--- src/rtl/bridge_pkg.sv ---
package bridge_pkg;

  localparam int BUS_W  = 32;
  localparam int STRB_W = BUS_W / 8;

  typedef logic [1:0] axi_resp_t;
  localparam axi_resp_t RESP_OKAY   = 2'b00;
  localparam axi_resp_t RESP_SLVERR = 2'b10;

  typedef enum logic [2:0] {
    SEL_NONE,
    SEL_TX_BYTE,
    SEL_TX_STAT,
    SEL_RX_BYTE,
    SEL_RX_STAT,
    SEL_IDENT,
    SEL_SCRATCH,
    SEL_CORES
  } reg_sel_t;

  // Word decode; the two lowest address bits never take part.
  function automatic reg_sel_t decode_offset(input logic [31:0] byte_addr);
    logic [31:0] word_addr;
    word_addr = {byte_addr[31:2], 2'b00};
    case (word_addr)
      32'h000: decode_offset = SEL_TX_BYTE;
      32'h004: decode_offset = SEL_TX_STAT;
      32'h008: decode_offset = SEL_RX_BYTE;
      32'h00C: decode_offset = SEL_RX_STAT;
      32'h014: decode_offset = SEL_IDENT;
      32'h018: decode_offset = SEL_SCRATCH;
      32'h01C: decode_offset = SEL_CORES;
      default: decode_offset = SEL_NONE;
    endcase
  endfunction

endpackage

--- src/rtl/bridge_byte_fifo.sv ---
module bridge_byte_fifo #(
  parameter int DEPTH = 32
) (
  input  logic       clk,
  input  logic       rst_n,
  input  logic       push,
  input  logic [7:0] push_byte,
  input  logic       pop,
  output logic [7:0] head_byte,
  output logic       full,
  output logic       empty
);

  localparam int PTR_W = (DEPTH > 1) ? $clog2(DEPTH) : 1;
  localparam int CNT_W = $clog2(DEPTH + 1);
  localparam logic [PTR_W-1:0] LAST_SLOT = PTR_W'(DEPTH - 1);
  localparam logic [CNT_W-1:0] FULL_CNT  = CNT_W'(DEPTH);

  logic [7:0]       store [DEPTH];
  logic [PTR_W-1:0] wr_ptr_q, wr_ptr_d;
  logic [PTR_W-1:0] rd_ptr_q, rd_ptr_d;
  logic [CNT_W-1:0] count_q,  count_d;

  assign full      = (count_q == FULL_CNT);
  assign empty     = (count_q == '0);
  assign head_byte = store[rd_ptr_q];

  always_comb begin
    wr_ptr_d = wr_ptr_q;
    rd_ptr_d = rd_ptr_q;
    count_d  = count_q;
    if (push) begin
      wr_ptr_d = (wr_ptr_q == LAST_SLOT) ? '0 : wr_ptr_q + 1'b1;
    end
    if (pop) begin
      rd_ptr_d = (rd_ptr_q == LAST_SLOT) ? '0 : rd_ptr_q + 1'b1;
    end
    case ({push, pop})
      2'b10:   count_d = count_q + 1'b1;
      2'b01:   count_d = count_q - 1'b1;
      default: count_d = count_q;
    endcase
  end

  always_ff @(posedge clk or negedge rst_n) begin
    if (!rst_n) begin
      wr_ptr_q <= '0;
      rd_ptr_q <= '0;
      count_q  <= '0;
    end else begin
      wr_ptr_q <= wr_ptr_d;
      rd_ptr_q <= rd_ptr_d;
      count_q  <= count_d;
    end
  end

  // Storage carries no reset; only written slots are ever read out.
  always_ff @(posedge clk) begin
    if (push) begin
      store[wr_ptr_q] <= push_byte;
    end
  end

  // callers never push into a full FIFO
  a_r3_no_overflow: assert property (@(posedge clk) disable iff (!rst_n)
    push |-> !full);
  // callers never pop an empty FIFO
  a_r7_no_underflow: assert property (@(posedge clk) disable iff (!rst_n)
    pop |-> !empty);
  // occupancy never exceeds the depth
  a_r4_count_bound: assert property (@(posedge clk) disable iff (!rst_n)
    count_q <= FULL_CNT);

endmodule

--- src/rtl/bridge_wr_chan.sv ---
module bridge_wr_chan
  import bridge_pkg::*;
#(
  parameter int ADDR_W = 12
) (
  input  logic              clk,
  input  logic              rst_n,
  input  logic [ADDR_W-1:0] awaddr,
  input  logic              awvalid,
  output logic              awready,
  input  logic [BUS_W-1:0]  wdata,
  input  logic [STRB_W-1:0] wstrb,
  input  logic              wvalid,
  output logic              wready,
  output axi_resp_t         bresp,
  output logic              bvalid,
  input  logic              bready,
  output logic              cmd_en,
  output logic [ADDR_W-1:0] cmd_addr,
  output logic [BUS_W-1:0]  cmd_data,
  output logic [STRB_W-1:0] cmd_strb,
  input  axi_resp_t         cmd_resp
);

  logic              addr_held_q, addr_held_d;
  logic              data_held_q, data_held_d;
  logic [ADDR_W-1:0] addr_q, addr_d;
  logic [BUS_W-1:0]  data_q, data_d;
  logic [STRB_W-1:0] strb_q, strb_d;
  logic              bvalid_q, bvalid_d;
  axi_resp_t         bresp_q, bresp_d;
  logic              addr_take, data_take;

  assign awready   = !addr_held_q && !bvalid_q;
  assign wready    = !data_held_q && !bvalid_q;
  assign addr_take = awvalid && awready;
  assign data_take = wvalid && wready;
  assign cmd_en    = addr_held_q && data_held_q;
  assign cmd_addr  = addr_q;
  assign cmd_data  = data_q;
  assign cmd_strb  = strb_q;
  assign bvalid    = bvalid_q;
  assign bresp     = bresp_q;

  always_comb begin
    addr_held_d = addr_held_q;
    data_held_d = data_held_q;
    addr_d      = addr_q;
    data_d      = data_q;
    strb_d      = strb_q;
    bvalid_d    = bvalid_q;
    bresp_d     = bresp_q;
    if (addr_take) begin
      addr_held_d = 1'b1;
      addr_d      = awaddr;
    end
    if (data_take) begin
      data_held_d = 1'b1;
      data_d      = wdata;
      strb_d      = wstrb;
    end
    if (cmd_en) begin
      addr_held_d = 1'b0;
      data_held_d = 1'b0;
      bvalid_d    = 1'b1;
      bresp_d     = cmd_resp;
    end else if (bvalid_q && bready) begin
      bvalid_d = 1'b0;
    end
  end

  always_ff @(posedge clk or negedge rst_n) begin
    if (!rst_n) begin
      addr_held_q <= 1'b0;
      data_held_q <= 1'b0;
      addr_q      <= '0;
      data_q      <= '0;
      strb_q      <= '0;
      bvalid_q    <= 1'b0;
      bresp_q     <= RESP_OKAY;
    end else begin
      addr_held_q <= addr_held_d;
      data_held_q <= data_held_d;
      addr_q      <= addr_d;
      data_q      <= data_d;
      strb_q      <= strb_d;
      bvalid_q    <= bvalid_d;
      bresp_q     <= bresp_d;
    end
  end

  // response held with a stable code until accepted
  a_r2_bresp_hold: assert property (@(posedge clk) disable iff (!rst_n)
    bvalid && !bready |=> bvalid && $stable(bresp));
  // no new write accepted while a response is pending
  a_r2_no_take_in_resp: assert property (@(posedge clk) disable iff (!rst_n)
    bvalid |-> !awready && !wready);
  // a response appears only after a write executed
  a_r2_bvalid_after_cmd: assert property (@(posedge clk) disable iff (!rst_n)
    $rose(bvalid) |-> $past(cmd_en));

endmodule

--- src/rtl/bridge_rd_chan.sv ---
module bridge_rd_chan
  import bridge_pkg::*;
#(
  parameter int ADDR_W = 12
) (
  input  logic              clk,
  input  logic              rst_n,
  input  logic [ADDR_W-1:0] araddr,
  input  logic              arvalid,
  output logic              arready,
  output logic [BUS_W-1:0]  rdata,
  output axi_resp_t         rresp,
  output logic              rvalid,
  input  logic              rready,
  output logic              req_en,
  output logic [ADDR_W-1:0] req_addr,
  input  logic [BUS_W-1:0]  req_data
);

  logic             rvalid_q, rvalid_d;
  logic [BUS_W-1:0] rdata_q,  rdata_d;

  assign arready  = !rvalid_q;
  assign req_en   = arvalid && arready;
  assign req_addr = araddr;
  assign rvalid   = rvalid_q;
  assign rdata    = rdata_q;
  assign rresp    = RESP_OKAY;

  always_comb begin
    rvalid_d = rvalid_q;
    rdata_d  = rdata_q;
    if (req_en) begin
      rvalid_d = 1'b1;
      rdata_d  = req_data;
    end else if (rvalid_q && rready) begin
      rvalid_d = 1'b0;
    end
  end

  always_ff @(posedge clk or negedge rst_n) begin
    if (!rst_n) begin
      rvalid_q <= 1'b0;
      rdata_q  <= '0;
    end else begin
      rvalid_q <= rvalid_d;
      rdata_q  <= rdata_d;
    end
  end

  // read data held until accepted
  a_r13_rdata_hold: assert property (@(posedge clk) disable iff (!rst_n)
    rvalid && !rready |=> rvalid && $stable(rdata));
  // one read outstanding at a time
  a_r13_single_read: assert property (@(posedge clk) disable iff (!rst_n)
    rvalid |-> !arready);

endmodule

--- src/rtl/axil_byte_bridge.sv ---
module axil_byte_bridge
  import bridge_pkg::*;
#(
  parameter int          ADDR_W     = 12,
  parameter int          TX_DEPTH   = 32,
  parameter int          RX_DEPTH   = 32,
  parameter logic [31:0] ID_WORD    = 32'hF202_0380,
  parameter logic [31:0] CORE_COUNT = 32'd4
) (
  input  logic              clk,
  input  logic              rst_n,
  input  logic [ADDR_W-1:0] s_awaddr,
  input  logic              s_awvalid,
  output logic              s_awready,
  input  logic [31:0]       s_wdata,
  input  logic [3:0]        s_wstrb,
  input  logic              s_wvalid,
  output logic              s_wready,
  output logic [1:0]        s_bresp,
  output logic              s_bvalid,
  input  logic              s_bready,
  input  logic [ADDR_W-1:0] s_araddr,
  input  logic              s_arvalid,
  output logic              s_arready,
  output logic [31:0]       s_rdata,
  output logic [1:0]        s_rresp,
  output logic              s_rvalid,
  input  logic              s_rready,
  output logic [7:0]        tx_byte,
  output logic              tx_valid,
  input  logic              tx_ready,
  input  logic [7:0]        rx_byte,
  input  logic              rx_valid,
  output logic              rx_ready
);

  logic              cmd_en;
  logic [ADDR_W-1:0] cmd_addr;
  logic [BUS_W-1:0]  cmd_data;
  logic [STRB_W-1:0] cmd_strb;
  axi_resp_t         cmd_resp;
  logic              req_en;
  logic [ADDR_W-1:0] req_addr;
  logic [BUS_W-1:0]  req_data;
  reg_sel_t          wr_sel, rd_sel;

  logic       txq_push, txq_pop, txq_full, txq_empty;
  logic       rxq_push, rxq_pop, rxq_full, rxq_empty;
  logic [7:0] rxq_head;

  logic [BUS_W-1:0] scratch_q, scratch_d;
  logic             scratch_en;

  bridge_wr_chan #(.ADDR_W(ADDR_W)) wr_i (
    .clk      (clk),
    .rst_n    (rst_n),
    .awaddr   (s_awaddr),
    .awvalid  (s_awvalid),
    .awready  (s_awready),
    .wdata    (s_wdata),
    .wstrb    (s_wstrb),
    .wvalid   (s_wvalid),
    .wready   (s_wready),
    .bresp    (s_bresp),
    .bvalid   (s_bvalid),
    .bready   (s_bready),
    .cmd_en   (cmd_en),
    .cmd_addr (cmd_addr),
    .cmd_data (cmd_data),
    .cmd_strb (cmd_strb),
    .cmd_resp (cmd_resp)
  );

  bridge_rd_chan #(.ADDR_W(ADDR_W)) rd_i (
    .clk      (clk),
    .rst_n    (rst_n),
    .araddr   (s_araddr),
    .arvalid  (s_arvalid),
    .arready  (s_arready),
    .rdata    (s_rdata),
    .rresp    (s_rresp),
    .rvalid   (s_rvalid),
    .rready   (s_rready),
    .req_en   (req_en),
    .req_addr (req_addr),
    .req_data (req_data)
  );

  bridge_byte_fifo #(.DEPTH(TX_DEPTH)) txq_i (
    .clk       (clk),
    .rst_n     (rst_n),
    .push      (txq_push),
    .push_byte (cmd_data[7:0]),
    .pop       (txq_pop),
    .head_byte (tx_byte),
    .full      (txq_full),
    .empty     (txq_empty)
  );

  bridge_byte_fifo #(.DEPTH(RX_DEPTH)) rxq_i (
    .clk       (clk),
    .rst_n     (rst_n),
    .push      (rxq_push),
    .push_byte (rx_byte),
    .pop       (rxq_pop),
    .head_byte (rxq_head),
    .full      (rxq_full),
    .empty     (rxq_empty)
  );

  // Engine-side handshakes
  assign tx_valid = !txq_empty;
  assign txq_pop  = tx_valid && tx_ready;
  assign rx_ready = !rxq_full;
  assign rxq_push = rx_valid && rx_ready;

  // Write execution
  assign wr_sel     = decode_offset(32'(cmd_addr));
  assign txq_push   = cmd_en && (wr_sel == SEL_TX_BYTE) && !txq_full;
  assign scratch_en = cmd_en && (wr_sel == SEL_SCRATCH);
  assign cmd_resp   = ((wr_sel == SEL_TX_BYTE) && txq_full) ? RESP_SLVERR : RESP_OKAY;

  always_comb begin
    scratch_d = scratch_q;
    for (int lane = 0; lane < STRB_W; lane++) begin
      if (scratch_en && cmd_strb[lane]) begin
        scratch_d[8*lane +: 8] = cmd_data[8*lane +: 8];
      end
    end
  end

  always_ff @(posedge clk or negedge rst_n) begin
    if (!rst_n) begin
      scratch_q <= '0;
    end else begin
      scratch_q <= scratch_d;
    end
  end

  // Read execution
  assign rd_sel  = decode_offset(32'(req_addr));
  assign rxq_pop = req_en && (rd_sel == SEL_RX_BYTE) && !rxq_empty;

  always_comb begin
    req_data = '0;
    case (rd_sel)
      SEL_TX_STAT: req_data[0]   = !txq_full;
      SEL_RX_BYTE: req_data[7:0] = rxq_empty ? 8'h00 : rxq_head;
      SEL_RX_STAT: req_data[0]   = !rxq_empty;
      SEL_IDENT:   req_data      = ID_WORD;
      SEL_SCRATCH: req_data      = scratch_q;
      SEL_CORES:   req_data      = CORE_COUNT;
      default:     req_data      = '0;
    endcase
  end

  // an offered outbound byte stays put until taken
  a_r4_tx_hold: assert property (@(posedge clk) disable iff (!rst_n)
    tx_valid && !tx_ready |=> tx_valid && $stable(tx_byte));
  // a full outbound FIFO answers with SLVERR
  a_r3_full_slverr: assert property (@(posedge clk) disable iff (!rst_n)
    cmd_en && (wr_sel == SEL_TX_BYTE) && txq_full |=> s_bresp == RESP_SLVERR);
  // scratch changes only on an executed scratch write
  a_r10_scratch_quiet: assert property (@(posedge clk) disable iff (!rst_n)
    !(cmd_en && (wr_sel == SEL_SCRATCH)) |=> $stable(scratch_q));
  // reads always answer OKAY
  a_r13_rresp_okay: assert property (@(posedge clk) disable iff (!rst_n)
    s_rvalid |-> s_rresp == RESP_OKAY);

endmodule

--- config.mk ---
export PLATFORM = sky130hd
export DESIGN_NAME = axil_byte_bridge
export DESIGN_NICKNAME = d
export VERILOG_FILES = /design/src/rtl/bridge_pkg.sv /design/src/rtl/bridge_byte_fifo.sv /design/src/rtl/bridge_wr_chan.sv /design/src/rtl/bridge_rd_chan.sv /design/src/rtl/axil_byte_bridge.sv
export SDC_FILE = /design/constraint.sdc
export NUM_CORES = 1
export LEC_CHECK = 0
export CAP_MARGIN = 20
export CORE_MARGIN = 2
export CORE_UTILIZATION = 41
export CTS_CLUSTER_SIZE = 16
export DETAILED_ROUTE_END_ITERATION = 7
export DONT_BUFFER_PORTS = 1
export GPL_TIMING_DRIVEN = 0
export HOLD_SLACK_MARGIN = 0.05
export PLACE_DENSITY = 0.55
export SYNTH_ARGS = -nofsm -noshare
export SYNTH_HDL_FRONTEND = slang
export SYNTH_SLANG_ARGS = --single-unit
export TNS_END_PERCENT = 1
--- constraint.sdc ---
create_clock -name clk -period 7.3 [get_ports clk]
set_clock_uncertainty 0.1 [all_clocks]
set_input_delay 1.46 -clock clk [delete_from_list [all_inputs] [get_ports clk]]
set_output_delay 1.46 -clock clk [all_outputs]
set_load 0.02 [all_outputs]
# Word level (Yosys, flattened, before mapping)
# Memories as Yosys holds them, arrays and structs flattened.
# Cells that the tools add are included.
[op_classes]
n_mux = 25
n_reduce_logical = 38
n_addsub = 8
n_eq_ne = 30
[op_table]
columns = ["cell", "count"]
rows = [
  ["10-bit by 3-bit equality test with 1-bit output, second input constant", 6],
  ["24-bit one-hot mux with 2 select lines", 1],
  ["3-bit one-hot mux with 7 select lines", 2],
  ["10-bit by 2-bit equality test with 1-bit output, second input constant", 4],
  ["7-bit one-hot mux with 4 select lines", 1],
  ["6-bit one-hot mux with 2 select lines", 2],
  ["5-bit by 1-bit adder with 5-bit output, second input constant", 4],
  ["10-bit by 1-bit equality test with 1-bit output, second input constant", 2],
  ["5-bit equality test, second input constant", 4],
  ["1-bit logical AND", 20],
  ["10-bit zero test", 2],
  ["5-bit two-way mux", 4],
  ["3-bit equality test, second input constant", 5],
  ["6-bit by 1-bit adder with 6-bit output, second input constant", 2],
  ["6-bit equality test, second input constant", 2],
  ["6-bit zero test", 2],
  ["1-bit two-way mux", 12],
  ["2-bit nonzero test", 6],
  ["6-bit by 1-bit subtractor with 6-bit output, second input constant", 2],
  ["1-bit zero test", 8],
  ["8-bit two-way mux", 1],
  ["3-bit by 2-bit equality test with 1-bit output, second input constant", 2],
  ["2-bit by 1-bit equality test with 1-bit output, second input constant", 2],
  ["2-bit equality test, second input constant", 2],
  ["3 further kinds", 3],
]
[totals]
in_bits = 77
reg_bits = 150
wordCells = 122
out_inout_bits = 51
mem_count = 2
mem_bits_rw = 512
[memory_table]
columns = ["memory", "words", "word_bits", "read_ports", "rd_clocked_by_memory_dff", "write_ports", "line_no", "source"]
rows = [
  ["rxq_i.store", 32, 8, 1, 0, 1, "bridge_byte_fifo.sv:19", "logic [7:0] store [DEPTH];"],
  ["txq_i.store", 32, 8, 1, 0, 1, "bridge_byte_fifo.sv:19", ""],
]

# Depth between registers and ports, before layout
[logic_depth]
depth_word = 7
mapped_depth = 15
ltp_nobuf = 12

# Modules after synthesis
# From an unflattened synthesis, not the netlist that was laid out.
[unflattened]
hier_cells = 1599
hier_area_um2 = 27435.1
[modules_own_cells]
columns = ["module", "area_each_um2", "seq_area_each_um2", "n_inst", "cells_per_inst"]
rows = [
  ["bridge_byte_fifo at txq_i", 11149.4, 8087.8, 1, 680],
  ["bridge_byte_fifo at rxq_i", 10999.3, 8087.8, 1, 576],
  ["bridge_wr_chan", 2129.5, 1326.3, 1, 119],
  ["axil_byte_bridge", 1694.1, 800.8, 1, 137],
  ["bridge_rd_chan", 1462.7, 825.8, 1, 87],
]

# Worst setup path before layout
# No wires, ideal clock.
[synth_timing]
path_kind = "input to register"
startpoint = "input s_araddr[5]"
endpoint = "register rxq_i.count_q[4]"
n_path_buf = 2
required_ns = 7.074
slack_ns = 3.185
setup_time_ns = 0.126
stages = 13
arrival_ns = 3.889
cell_sequence = "nor4_1 > nand3_1 > nor3_1 > buf_2 > ha_1 > clkbuf_1 > xor2_1 > ha_1 > a21o_1 > a22oi_1 > o221a_2 > nor2_1 > xor2_1"
[synth_via]
elab_chain_cells = 7
elab_cells_between_ends = 15
classes_between = "eq/ne (9); mux (2); reduce/logical (4)"
[synth_rtl]
columns = ["item", "line_no", "source"]
rows = [
  ["from (decl)", "axil_byte_bridge.sv:22", "input logic [ADDR_W-1:0] s_araddr,"],
  ["10-bit by 3-bit equality test with 1-bit output (tied with other cells)", "bridge_pkg.sv:25", "case (word_addr)"],
  ["3-bit one-hot mux with 7 select lines *", "bridge_pkg.sv:25", ""],
  ["3-bit by 2-bit equality test with 1-bit output *", "axil_byte_bridge.sv:142", "assign rxq_pop = req_en && (rd_sel == SEL_RX_BYTE) && !rxq_empty;"],
  ["1-bit logical AND * (2 in series)", "axil_byte_bridge.sv:142", ""],
  ["named net rxq_i.pop", "bridge_byte_fifo.sv:8", "input logic pop,"],
  ["2-bit by 1-bit equality test with 1-bit output / 2-bit equality test (equally long branches)", "bridge_byte_fifo.sv:38", "case ({push, pop})"],
  ["6-bit one-hot mux with 2 select lines / 2-bit nonzero test (equally long branches)", "-", ""],
  ["to (signal assigned)", "bridge_byte_fifo.sv:53", "count_q <= count_d;"],
  ["to (decl)", "bridge_byte_fifo.sv:22", "logic [CNT_W-1:0] count_q, count_d;"],
]
# The timed path passes the listed nets; every way through them passes the cells marked *.
# A chain may end at the register's enable or synchronous reset.

# Final worst setup path
[layout_timing]
startpoint = "register txq_i.rd_ptr_q[1]"
endpoint = "output tx_byte[2]"
[layout_via]
elab_chain_cells = 1
[layout_rtl]
columns = ["item", "line_no", "source"]
rows = [
  ["from (decl)", "bridge_byte_fifo.sv:21", "logic [PTR_W-1:0] rd_ptr_q, rd_ptr_d;"],
  ["from (signal assigned)", "bridge_byte_fifo.sv:52", "rd_ptr_q <= rd_ptr_d;"],
  ["memory read 32 x 8 bit", "-", ""],
  ["to (decl)", "axil_byte_bridge.sv:29", "output logic [7:0] tx_byte,"],
]
# Every way passes these cells.

==> metrics.txt <==
# TYPE chip_impl_metric gauge
chip_impl_info{name="outcome",value="finished, final reports clean"} 1
chip_impl_metric{name="die_y",unit="um"} 257
chip_impl_metric{name="core-area",unit="um^2"} 63200
chip_impl_metric{name="synth_cell_types",unit=""} 57
chip_impl_info{name="synthFlopType",value="sky130_fd_sc_hd__edfxtp_1"} 1
chip_impl_metric{name="floorplan.io_pins",unit=""} 128
chip_impl_metric{name="async_flop_share",unit=""} 0.223
chip_impl_metric{name="netlist_area",unit="um^2"} 26200
chip_impl_metric{name="max-clock-path-buffers",unit=""} 3
chip_impl_metric{name="yosys.area.top_type_share",unit=""} 0.586
chip_impl_info{name="r2r_end",value="rxq_i.count_q[4]"} 1
chip_impl_metric{name="drc_errors",unit=""} 0
chip_impl_info{name="commonest_non_fill_non_tap_cells_in_the_layout",value="512 x sky130_fd_sc_hd__edfxtp_1, 148 x sky130_fd_sc_hd__mux4_2, 147 x sky130_fd_sc_hd__dfrtp_1"} 1
chip_impl_info{name="yosys-top-cells-area",value="sky130_fd_sc_hd__edfxtp_1 59%, sky130_fd_sc_hd__dfrtp_1 14%, sky130_fd_sc_hd__mux4_2 13%"} 1
chip_impl_metric{name="worst_pin_slew",unit="ns"} 1.07
chip_impl_metric{name="setup_tns",unit="ns"} 0
chip_impl_info{name="layout_commonest_cell",value="sky130_fd_sc_hd__edfxtp_1"} 1
chip_impl_metric{name="layout-area-overhead-vs-synth",unit="%"} 13.6
chip_impl_metric{name="dp_hpwl",unit="um"} 39800
chip_impl_metric{name="fin_crit_sh",unit=""} 0.721
chip_impl_metric{name="hold_buffers",unit=""} 0
chip_impl_metric{name="p_per_area",unit="nW/um^2"} 345
chip_impl_metric{name="synth_edf_count",unit=""} 512
chip_impl_metric{name="ys_seq_elements",unit=""} 659
chip_impl_metric{name="diodes",unit=""} 0
chip_impl_metric{name="routed-via-count",unit=""} 12900
chip_impl_metric{name="maximum_number_of_pins_on_one_net_before_global_route_repair",unit=""} 148
chip_impl_metric{name="timing.critical_path.required",unit="ns"} 5.74
chip_impl_metric{name="totalWireLength",unit="um"} 60600
chip_impl_info{name="critical_path_class",value="reg2out"} 1
chip_impl_metric{name="cts.sink_count",unit=""} 659
chip_impl_metric{name="detailedRoute.firstIterationViolations",unit=""} 1098
chip_impl_metric{name="io_buffer_count",unit=""} 0
chip_impl_metric{name="timing.reg2reg.setup_slack",unit="ns"} 2.90
chip_impl_metric{name="finalMaxSlewViolations",unit=""} 0
chip_impl_metric{name="syn-instance-count",unit=""} 1376
chip_impl_info{name="tritoncts",value="yes"} 1
chip_impl_metric{name="post_synth.cell_area_avg",unit="um^2"} 19.1
chip_impl_info{name="rsz0062_at_grt",value="no"} 1
chip_impl_metric{name="detail-route-antenna-nets",unit=""} 0
chip_impl_metric{name="numCtsBuffers",unit=""} 70
chip_impl_metric{name="cp.arrival",unit="ns"} 3.70
chip_impl_info{name="element_type_at_the_critical_path_start",value="flop"} 1
chip_impl_metric{name="drt_first_pass_iters",unit=""} 5
chip_impl_metric{name="max-slew-margin-rel",unit=""} 0.282
chip_impl_info{name="holdCritPathClass",value="reg2reg"} 1
chip_impl_info{name="crit_path_end",value="tx_byte[2]"} 1
chip_impl_metric{name="global_route.usage.total",unit=""} 0.186
chip_impl_info{name="worstReg2RegStart",value="rxq_i.count_q[1]"} 1
chip_impl_info{name="crit_path_start",value="txq_i.rd_ptr_q[1]"} 1
chip_impl_metric{name="antenna_found_initial",unit=""} 0
chip_impl_metric{name="power.static_leakage",unit="nW"} 10.1
chip_impl_metric{name="cts.clk_slew.worst_paths",unit="ns"} 0.06
chip_impl_metric{name="post_route_cells_drive_above_1_share",unit=""} 0.254
chip_impl_metric{name="fin_worst_hold_slack",unit="ns"} 0.381
chip_impl_metric{name="cts_setup_buffers",unit=""} 0
chip_impl_metric{name="clock_tree.htree_level_count",unit=""} 3
chip_impl_metric{name="detail_route.vias_per_cell",unit=""} 5.49
chip_impl_info{name="netlist.top_cell.by_area",value="sky130_fd_sc_hd__edfxtp_1"} 1
chip_impl_metric{name="yosysWarningCount",unit=""} 0
chip_impl_metric{name="layout_min_cycle_time",unit="ns"} 5.26
chip_impl_metric{name="r2r_cells",unit=""} 14
chip_impl_metric{name="post_drt_wl_per_cell",unit="um"} 25.7
chip_impl_metric{name="finalSetupViolations",unit=""} 0
chip_impl_metric{name="post_cts_resized",unit=""} 0
chip_impl_info{name="root_buffer",value="sky130_fd_sc_hd__clkbuf_16"} 1
chip_impl_metric{name="report.final.hold_viol_count",unit=""} 0
chip_impl_metric{name="highest_achievable_clock_rate",unit="MHz"} 190
chip_impl_metric{name="initial_core_utilization",unit=""} 0.415
chip_impl_metric{name="cap_violations",unit=""} 0
chip_impl_metric{name="first_global_vias",unit=""} 13300
chip_impl_metric{name="layout.nets",unit=""} 1558
chip_impl_info{name="timing.critical_path.to_type",value="output pin"} 1
chip_impl_metric{name="clk_latency",unit="ns"} 0.62
chip_impl_metric{name="gp_congestion",unit=""} 0.824
chip_impl_metric{name="grt_pass1_wl",unit="um"} 89700
chip_impl_metric{name="placementRows",unit=""} 92
chip_impl_metric{name="peak_ir_drop_on_the_vdd_network",unit="mV"} 0.225
chip_impl_metric{name="synth_seq_area_share",unit=""} 0.726
chip_impl_metric{name="die_w",unit="um"} 257
chip_impl_metric{name="cp_max_fo",unit=""} 10
chip_impl_metric{name="overflow",unit=""} 0
chip_impl_metric{name="floorplan.die_area",unit="um^2"} 66000
## Yosys cell counts, drive strengths merged, types with 2 or more instances
cell type / number
xnor2: 4
a21o: 7
or3: 6
a22oi: 4
xor2: 9
nand2: 63
inv: 17
mux2i: 24
and2: 3
nor2: 81
nand3: 17
o2111ai: 5
nor3: 7
o21ai: 35
a21oi: 20
or4b: 2
clkbuf: 39
nand3b: 9
ha: 22
and3: 4
a22o: 16
buf: 31
a222oi: 3
dfrtp: 147
nor4: 7
o31ai: 5
nor3b: 2
or3b: 4
nor2b: 6
or4: 3
edfxtp: 512
mux4: 148
mux2: 92
nand2b: 6
## routing by layer
metal / part of all wire / up-vias / routed length [um] / global-route usage
met4: 0.024 / 0 / 1470 / 0.0567
met5: 0 / - / 0 / 0
met3: 0.054 / 95 / 3290 / 0.0370
met2: 0.50 / 313 / 30000 / 0.308
met1: 0.43 / 6881 / 25900 / 0.250
li1: - / 5659 / - / -
## final cells by class
type                       count  area [um^2]
buffer                        70          344
clock buffer                  94         1920
clock inverter                34          353
fill                        5298        33400
inverter                      18         67.6
multi-input combinational    631         6780
sequential                   659        19100
tap                          846         1060
timing repair buffer           8          220
## logic make-up (layout without fill, tap and decap cells)
kind of cell | count (synthesis) | in the layout | share of synthesized area
xor+xnor | 13 | 13 | 0.00434
other cells | 1 | 3 | 0.000143
buf+inv | 88 | 224 | 0.0157
mux | 264 | 264 | 0.176
compound gates | 103 | 103 | 0.0261
simple gates | 225 | 225 | 0.0404
fa+ha+maj | 23 | 23 | 0.0113
flops | 659 | 659 | 0.726
## how the worst min path moves through the flow
stage | start | end | slack [ns] | cells past startpoint
floorplan | scratch_q[5] | rd_i.rdata[5] | 0.36 | 2
global placement | scratch_q[10] | rd_i.rdata[10] | 0.37 | 1
detailed placement | scratch_q[12] | rd_i.rdata[12] | 0.38 | 1
CTS | scratch_q[15] | rd_i.rdata[15] | 0.39 | 1
global route | rst_n | rxq_i.count_q[1] | 0.41 | 0
finish | scratch_q[15] | rd_i.rdata[15] | 0.38 | 1
## per-stage QoR
stage | setup slack (ns) | std cells | instance area (um^2) | power, mW | util
2_1_floorplan | 3.19 | 1378 | 26200 | 6.10 | -
3_3_place_gp | 2.59 | 2224 | 27300 | 6.69 | 0.432
3_5_place_dp | 2.53 | 2229 | 27400 | 6.83 | 0.434
4_1_cts | 1.93 | 2357 | 29700 | 10.3 | 0.470
5_1_grt | 1.93 | 2360 | 29800 | 10.7 | 0.471
6_report | 2.04 | 2360 | 29800 | 10.3 | 0.471
## power by group
part / leakage (nW) / switching (mW) / internal, mW
Clock: 1.11 / 1.47 / 2.04
Sequential: 6.50 / 0.249 / 4.54
Combinational: 2.52 / 1.07 / 0.899
Total: 10.1 / 2.79 / 7.49
## flip-flops by register name, summed over array words and instances (netlist names)
| signal | count |
|---|---|
| rd_i.rdata | 32 |
| rd_i.rvalid | 1 |
| rxq_i.count_q | 6 |
| rxq_i.rd_ptr_q | 5 |
| rxq_i.store | 256 |
| rxq_i.wr_ptr_q | 5 |
| scratch_q | 32 |
| txq_i.count_q | 6 |
| txq_i.rd_ptr_q | 5 |
| txq_i.store | 256 |
| txq_i.wr_ptr_q | 5 |
| wr_i.addr_held_q | 1 |
| wr_i.bresp | 1 |
| wr_i.bvalid | 1 |
| wr_i.cmd_addr | 10 |
| wr_i.cmd_data | 32 |
| wr_i.cmd_strb | 4 |
| wr_i.data_held_q | 1 |
## critical path, cell delays in order, from the launching register on
cell and delay [ns]:
sky130_fd_sc_hd__dfrtp_1 0.47, sky130_fd_sc_hd__clkbuf_1 0.57, sky130_fd_sc_hd__clkbuf_1 0.69, sky130_fd_sc_hd__mux4_2 0.43
sky130_fd_sc_hd__mux4_2 0.56, sky130_fd_sc_hd__mux2_2 0.37
No activity file was read; power rests on OpenSTA's default activity.
